**src/rtl/serial_rx_pkg.sv**
```systemverilog
package serial_rx_pkg;

   typedef enum logic [1:0] {
      ADDR_CTRL = 2'd0,
      ADDR_STAT = 2'd1,
      ADDR_LINE = 2'd2,
      ADDR_DATA = 2'd3
   } rx_reg_e;

   // control field positions
   localparam int TRIG_LSB = 6;
   localparam int ACC_LSB  = 8;

   function automatic int trig_level(input logic [1:0] sel);
      case (sel)
         2'd0:    return 1;
         2'd1:    return 4;
         2'd2:    return 8;
         default: return 14;
      endcase
   endfunction

   function automatic int accept_limit(input logic [2:0] sel);
      if (sel == 3'd0)      return 15;
      else if (sel == 3'd1) return 1;
      else                  return 2 * int'(sel);
   endfunction

endpackage

```
**src/rtl/rxf_store.sv**
```systemverilog
module rxf_store #(
   parameter int DATA_W = 8,
   parameter int DEPTH  = 16,
   localparam int PTR_W = $clog2(DEPTH),
   localparam int CNT_W = $clog2(DEPTH + 1)
) (
   input  logic              clk,
   input  logic              rst_n,
   input  logic              push,
   input  logic [DATA_W-1:0] din,
   input  logic              pop,
   output logic [DATA_W-1:0] head,
   output logic [CNT_W-1:0]  fill,
   output logic              ovf
);
   logic [PTR_W-1:0]  wr_ptr, rd_ptr;
   logic [DATA_W-1:0] slot [DEPTH];
   logic              do_push, do_pop;

   assign do_push = push && (fill != CNT_W'(DEPTH));
   assign do_pop  = pop  && (fill != '0);
   assign ovf     = push && (fill == CNT_W'(DEPTH));

   for (genvar g = 0; g < DEPTH; g++) begin : g_slot
      logic [DATA_W-1:0] q;
      always_ff @(posedge clk)
         if (do_push && wr_ptr == PTR_W'(g)) q <= din;
      assign slot[g] = q;
   end

   assign head = (fill == '0) ? '0 : slot[rd_ptr];

   always_ff @(posedge clk or negedge rst_n) begin
      if (!rst_n) begin
         wr_ptr <= '0;
         rd_ptr <= '0;
         fill   <= '0;
      end else begin
         if (do_push) wr_ptr <= wr_ptr + 1'b1;
         if (do_pop)  rd_ptr <= rd_ptr + 1'b1;
         case ({do_push, do_pop})
            2'b10:   fill <= fill + 1'b1;
            2'b01:   fill <= fill - 1'b1;
            default: fill <= fill;
         endcase
      end
   end
endmodule

```
**src/rtl/rxf_flags.sv**
```systemverilog
module rxf_flags
   import serial_rx_pkg::*;
#(
   parameter int CNT_W = 5
) (
   input  logic [CNT_W-1:0] fill,
   input  logic [1:0]       trig_sel,
   input  logic [2:0]       acc_sel,
   output logic             rx_full_flag,
   output logic             data_ready,
   output logic             rx_ready
);
   int level, limit, cnt;

   always_comb begin
      cnt          = int'(fill);
      level        = trig_level(trig_sel);
      limit        = accept_limit(acc_sel);
      rx_full_flag = (cnt >= level);
      data_ready   = !rx_full_flag && (cnt > 0);
      rx_ready     = (cnt < limit);
   end
endmodule

```
**src/rtl/rxf_overrun.sv**
```systemverilog
module rxf_overrun (
   input  logic clk,
   input  logic rst_n,
   input  logic set,
   input  logic clr,
   output logic q
);
   always_ff @(posedge clk or negedge rst_n) begin
      if (!rst_n)   q <= 1'b0;
      else if (set) q <= 1'b1;
      else if (clr) q <= 1'b0;
   end
endmodule

```
**src/rtl/serial_rx_fifo.sv**
```systemverilog
module serial_rx_fifo
   import serial_rx_pkg::*;
#(
   parameter int DATA_W = 8,
   parameter int DEPTH  = 16,
   parameter int BUS_W  = 16,
   localparam int CNT_W = $clog2(DEPTH + 1)
) (
   input  logic              clk,
   input  logic              rst_n,
   input  logic              rx_valid,
   input  logic [DATA_W-1:0] rx_byte,
   input  logic              reg_wr,
   input  logic              reg_rd,
   input  logic [1:0]        reg_addr,
   input  logic [BUS_W-1:0]  reg_wdata,
   output logic [BUS_W-1:0]  reg_rdata,
   output logic              rx_full_flag,
   output logic              data_ready,
   output logic              rx_ready
);
   if (DEPTH < 15 || (1 << $clog2(DEPTH)) != DEPTH) begin : g_bad_depth
      $error("DEPTH must be a power of two of at least 16");
   end
   if (BUS_W < 8 + CNT_W || BUS_W < 11) begin : g_bad_bus
      $error("BUS_W too narrow for the status and control fields");
   end
   if (DATA_W > BUS_W) begin : g_bad_data
      $error("DATA_W must fit in BUS_W");
   end

   rx_reg_e          sel;
   logic [1:0]       trig_sel;
   logic [2:0]       acc_sel;
   logic [CNT_W-1:0] fill;
   logic [DATA_W-1:0] head;
   logic             ovf, overrun, pop;
   logic             unused_wbits;

   assign sel          = rx_reg_e'(reg_addr);
   assign pop          = reg_rd && sel == ADDR_DATA;
   assign unused_wbits = ^{reg_wdata[BUS_W-1:11], reg_wdata[5:0]};

   always_ff @(posedge clk or negedge rst_n) begin
      if (!rst_n) begin
         trig_sel <= '0;
         acc_sel  <= '0;
      end else if (reg_wr && sel == ADDR_CTRL) begin
         trig_sel <= reg_wdata[TRIG_LSB +: 2];
         acc_sel  <= reg_wdata[ACC_LSB  +: 3];
      end
   end

   rxf_store #(.DATA_W(DATA_W), .DEPTH(DEPTH)) u_store (
      .clk(clk), .rst_n(rst_n), .push(rx_valid), .din(rx_byte),
      .pop(pop), .head(head), .fill(fill), .ovf(ovf)
   );

   rxf_flags #(.CNT_W(CNT_W)) u_flags (
      .fill(fill), .trig_sel(trig_sel), .acc_sel(acc_sel),
      .rx_full_flag(rx_full_flag), .data_ready(data_ready), .rx_ready(rx_ready)
   );

   rxf_overrun u_ovr (
      .clk(clk), .rst_n(rst_n), .set(ovf),
      .clr(reg_rd && sel == ADDR_LINE), .q(overrun)
   );

   always_comb begin
      reg_rdata = '0;
      case (sel)
         ADDR_CTRL: begin
            reg_rdata[TRIG_LSB +: 2] = trig_sel;
            reg_rdata[ACC_LSB  +: 3] = acc_sel;
         end
         ADDR_STAT: begin
            reg_rdata[0]         = data_ready;
            reg_rdata[1]         = rx_full_flag;
            reg_rdata[2]         = rx_ready;
            reg_rdata[8 +: CNT_W] = fill;
         end
         ADDR_LINE: reg_rdata[0] = overrun;
         default:   reg_rdata[DATA_W-1:0] = head;
      endcase
   end
endmodule

```
**config.mk**
```make
export PLATFORM = sky130hd
export DESIGN_NAME = serial_rx_fifo
export DESIGN_NICKNAME = d
export VERILOG_FILES = /design/src/rtl/serial_rx_pkg.sv /design/src/rtl/rxf_store.sv /design/src/rtl/rxf_flags.sv /design/src/rtl/rxf_overrun.sv /design/src/rtl/serial_rx_fifo.sv
export SDC_FILE = /design/constraint.sdc
export NUM_CORES = 1
export LEC_CHECK = 0
export ABC_AREA = 0
export BUFFER_PORTS_ARGS = -buffer_cell sky130_fd_sc_hd__buf_4
export CAP_MARGIN = 20
export CORE_MARGIN = 1.5
export CORE_UTILIZATION = 54
export DETAILED_ROUTE_END_ITERATION = 7
export GPL_TIMING_DRIVEN = 0
export MAX_ROUTING_LAYER = met4
export PLACE_DENSITY = 0.78
export SLEW_MARGIN = 25
export SYNTH_ARGS = -nofsm -noshare
export SYNTH_HDL_FRONTEND = slang
export SYNTH_SLANG_ARGS = --single-unit
```
**constraint.sdc**
```tcl
create_clock -name clk -period 2.6 [get_ports clk]
set_input_delay 0.39 -clock clk [delete_from_list [all_inputs] [get_ports clk]]
set_output_delay 0.39 -clock clk [all_outputs]
set_load 0.01 [all_outputs]
```
==> summary.md <==
| Metric | Value |
|---|---|
| Data required time at the worst endpoint | `2.21 ns` |
| Drt initial violations | `slightly above 400` |
| Most common cell after layout, fill and taps aside | `sky130_fd_sc_hd__edfxtp_1` |
| Type of the worst setup path | `flip-flop to primary output` |
| Sequential share of the synthesized area | `between 60 and 70%` |
| Buffer levels on the longest clock path | `2` |
| Post-Syn Instances | `between 300 and 400` |
| DRT Pass-1 Iters | `6` |
| Final critical-path share of the clock period | `roughly 100%` |
| Number of maximum-capacitance violations | `0` |
| Number of warnings printed during yosys synthesis | `0` |
| Max FO, Critical Path | `9` |
| Summed area of non-filler cells in the final layout | `between 7000 and 8000 um^2` |
| Initial antenna violation count | `0` |
| Register bit total from synthesis | `147` |
| Share of flip-flops with an asynchronous set or reset | `between 10% and 20%` |
| Global-route wire length before repair | `about 22,000 um` |
| Die W | `111.1 um` |
| Maximum clock rate | `385.4 MHz` |
| HPWL after DPL | `8515 um` |
| CTS Root Cell | `sky130_fd_sc_hd__clkbuf_16` |
| Relative max-transition margin | `32.86%` |
| Count of flip-flops with a built-in enable after synthesis | `roughly 130` |
| Most used flip-flop cell after synthesis | `sky130_fd_sc_hd__edfxtp_1` |
| Clock skew after layout | `~0.0093 ns` |
| Number of global-route vias before repair | `between 3k and 4k` |
| Avg WL per Cell | `about 24 um` |
| Clock input transition at the sequential cells of the worst setup and hold paths | `0.06 ns` |
| Leftover overflow at the end of global routing | `0` |
| Placed cell areas | `between 6000 and 7000 um^2` |
| Area added between synthesis and finish | `21.94%` |
| Placeable core region | `11,420 um^2` |
| Post-DRT Antenna Nets | `0` |
| Share of layout cells above drive strength 1 | `approximately 37%` |
| Mean area per synthesized cell | `17.38 um^2` |
| Number of nets in the layout | `between 400 and 500` |
| Total I/O pin count | `50` |
| Outcome | `complete, no violations` |
| Unrepaired setup endpoints after global routing | `true` |
| Area of the die | `~12,000 um^2` |
| TritonCTS clock tree | `yes` |
| Cell variety after synth | `45` |
| Total setup violations reported at the end of the flow | `0` |
| Gp weighted congestion | `just over 0.8` |
| Largest net degree at the start of global routing | `20` |
| Worst min-delay path category | `input pin to flip-flop` |
| Htree depth | `4` |
| Worst supply voltage drop on vdd | `0.6357 mV` |
| Number of sinks handled by clock tree synthesis | `~150` |
| Leading cell types in the layout, fill and taps excluded | `sky130_fd_sc_hd__edfxtp_1, sky130_fd_sc_hd__buf_4, sky130_fd_sc_hd__mux4_2, sky130_fd_sc_hd__nor2_1, sky130_fd_sc_hd__nand2_1` |
| Final worst hold slack | `about 0.2 ns` |
| Routed vias | `between 3k and 4k` |
| Post-layout minimum cycle time | `between 2 and 3 ns` |
| Setup crit start kind | `flip-flop` |
| Cell row count | `39` |
| Power density over the cells | `~1100 nW/um^2` |
| # port buffers | `34` |
| CTS Buf Count | `17` |
| Data arrival time of the worst path | `between 2 and 2.5 ns` |
| Die height | `~110 um` |
| Cell area after technology mapping | `around 6300 um^2` |
| Number of antenna repair diodes | `0` |
| Initial standard-cell utilization of the core | `between 50% and 60%` |
| Post-detailed-route via-to-cell ratio | `approximately 6.0` |
| Transition time at the pin with the least slew margin | `approximately 1 ns` |
| Kind of end point of the critical path | `primary output` |
| GRT Resource Usage Total | `about 25%` |
| Slew Limit Fails | `0` |
| Clock insertion delay at the later pin of the skew report | `~0.42 ns` |
| Number of design rule violations left after detail routing | `0` |
| Total leakage power | `approximately 2.8 nW` |
| Count of final hold-check violations | `0` |
| Total routed wirelength | `between 10,000 and 15,000 um` |
-- synth_stat cells, types with 4 or more instances --
library cell	number	area [um^2]
sky130_fd_sc_hd__nor2_1	28	105.1
sky130_fd_sc_hd__buf_4	5	37.54
sky130_fd_sc_hd__mux2i_1	20	200.2
sky130_fd_sc_hd__buf_2	7	35.03
sky130_fd_sc_hd__dfrtp_1	19	475.5
sky130_fd_sc_hd__xnor2_1	8	70.07
sky130_fd_sc_hd__nand2_1	20	75.07
sky130_fd_sc_hd__mux4_2	27	608.1
sky130_fd_sc_hd__nor3_1	5	25.02
sky130_fd_sc_hd__o21ai_0	10	50.05
sky130_fd_sc_hd__ha_1	16	200.2
sky130_fd_sc_hd__clkbuf_1	4	15.01
sky130_fd_sc_hd__mux4_1	4	105.1
sky130_fd_sc_hd__edfxtp_1	128	3844
sky130_fd_sc_hd__inv_1	11	41.29
-- critical path, cell delays in order, from the launching register on --
cell	delay, ns
sky130_fd_sc_hd__dfrtp_1	0.36
sky130_fd_sc_hd__buf_6	0.17
sky130_fd_sc_hd__buf_12	0.15
sky130_fd_sc_hd__mux4_2	0.57
sky130_fd_sc_hd__mux2i_4	0.22
sky130_fd_sc_hd__o221ai_1	0.15
sky130_fd_sc_hd__buf_4	0.16
-- state kept, by name, summed over array words and instances, names as in the netlist --
register,count
u_store.g_slot.q,128
u_store.fill,5
u_store.rd_ptr,4
u_store.wr_ptr,4
acc_sel,3
trig_sel,2
u_ovr.q,1
-- final cells by class --
type                       count  area (um^2)
sequential                   147         4324
fill                         734         3726
multi-input combinational    186         1964
timing repair buffer          57        434.2
clock buffer                  18        429.2
buffer                        20        180.2
tap                          143        178.9
clock inverter                10        137.6
inverter                      11        43.79
-- cells by family after synthesis --
kind of cell / count (synthesis) / share of synthesized area (%)
AOI/OAI and AO/OA: 28 / 3.015
xor gates and xnor gates: 11 / 1.527
muxes: 55 / 15.25
and+or+nand+nor: 72 / 5.494
other: 1 / 0.05944
buffers and inverters: 32 / 2.697
adders and majority gates: 17 / 3.491
DFF: 147 / 68.47
-- routing by layer --
layer  track usage (%)  vias up  wire length [um]
met5                 -        -                 0
met4             8.692        0               269
met3             6.616       30              1028
met2             38.52      183              7152
met1             31.77     1802              5562
li1                  -     1555                 -
-- stage by stage --
stage | setup WS [ns] | TNS, ns | cells | total power, mW | util [%]
5_1_grt | -0.05831 | -0.3082 | 592 | 8.959 | 67.37
3_3_place_gp | -0.1773 | -2.428 | 542 | 5.476 | 59.36
6_report | 0.005193 | 0 | 592 | 8.602 | 67.37
2_1_floorplan | 0.01934 | 0 | 365 | 4.809 | -
3_5_place_dp | -0.2300 | -0.2300 | 542 | 5.621 | 59.53
4_1_cts | -0.005591 | -0.009149 | 583 | 8.359 | 66.12
-- final timing paths --
| kind | start | to | slack [ns] | cells after the start |
|---|---|---|---|---|
| setup / recovery | u_store.rd_ptr[0]$_DFFE_PN0P_ | reg_rdata[1] | 0.005 | 6 |
| hold / removal | reg_wdata[7] | trig_sel[1]$_DFFE_PN0P_ | 0.20 | 3 |
| setup reg to reg | u_store.fill[2]$_DFFE_PN0P_ | u_store.fill[4]$_DFFE_PN0P_ | 0.08 | 11 |
| hold reg to reg | u_ovr.q$_DFFE_PN0P_ | u_ovr.q$_DFFE_PN0P_ | 0.50 | 1 |
| max in group asynchronous | rst_n | u_store.fill[0]$_DFFE_PN0P_ | 1.96 | 2 |
| min in group asynchronous | rst_n | u_store.fill[4]$_DFFE_PN0P_ | 0.40 | 2 |
-- report_power, final --
part / total, mW / switching (mW) / internal [mW] / leakage (nW)
registers: 3.08 / 0.176 / 2.91 / 1.38
clock network: 2.38 / 0.900 / 1.48 / 0.275
logic: 3.14 / 1.60 / 1.53 / 1.13
total: 8.60 / 2.68 / 5.93 / 2.79
-- timing repair --
action / 4_1_cts / 5_1_grt
hold endpoints to repair: 19 / 0
resized for setup: 31 / 22
setup buffers: 13 / 9
gates cloned: 0 / 0
hold buffers: 1 / 0
pin swaps: 2 / 8
setup endpoints to repair: 9 / 9
(Power assumes the default switching activity.)
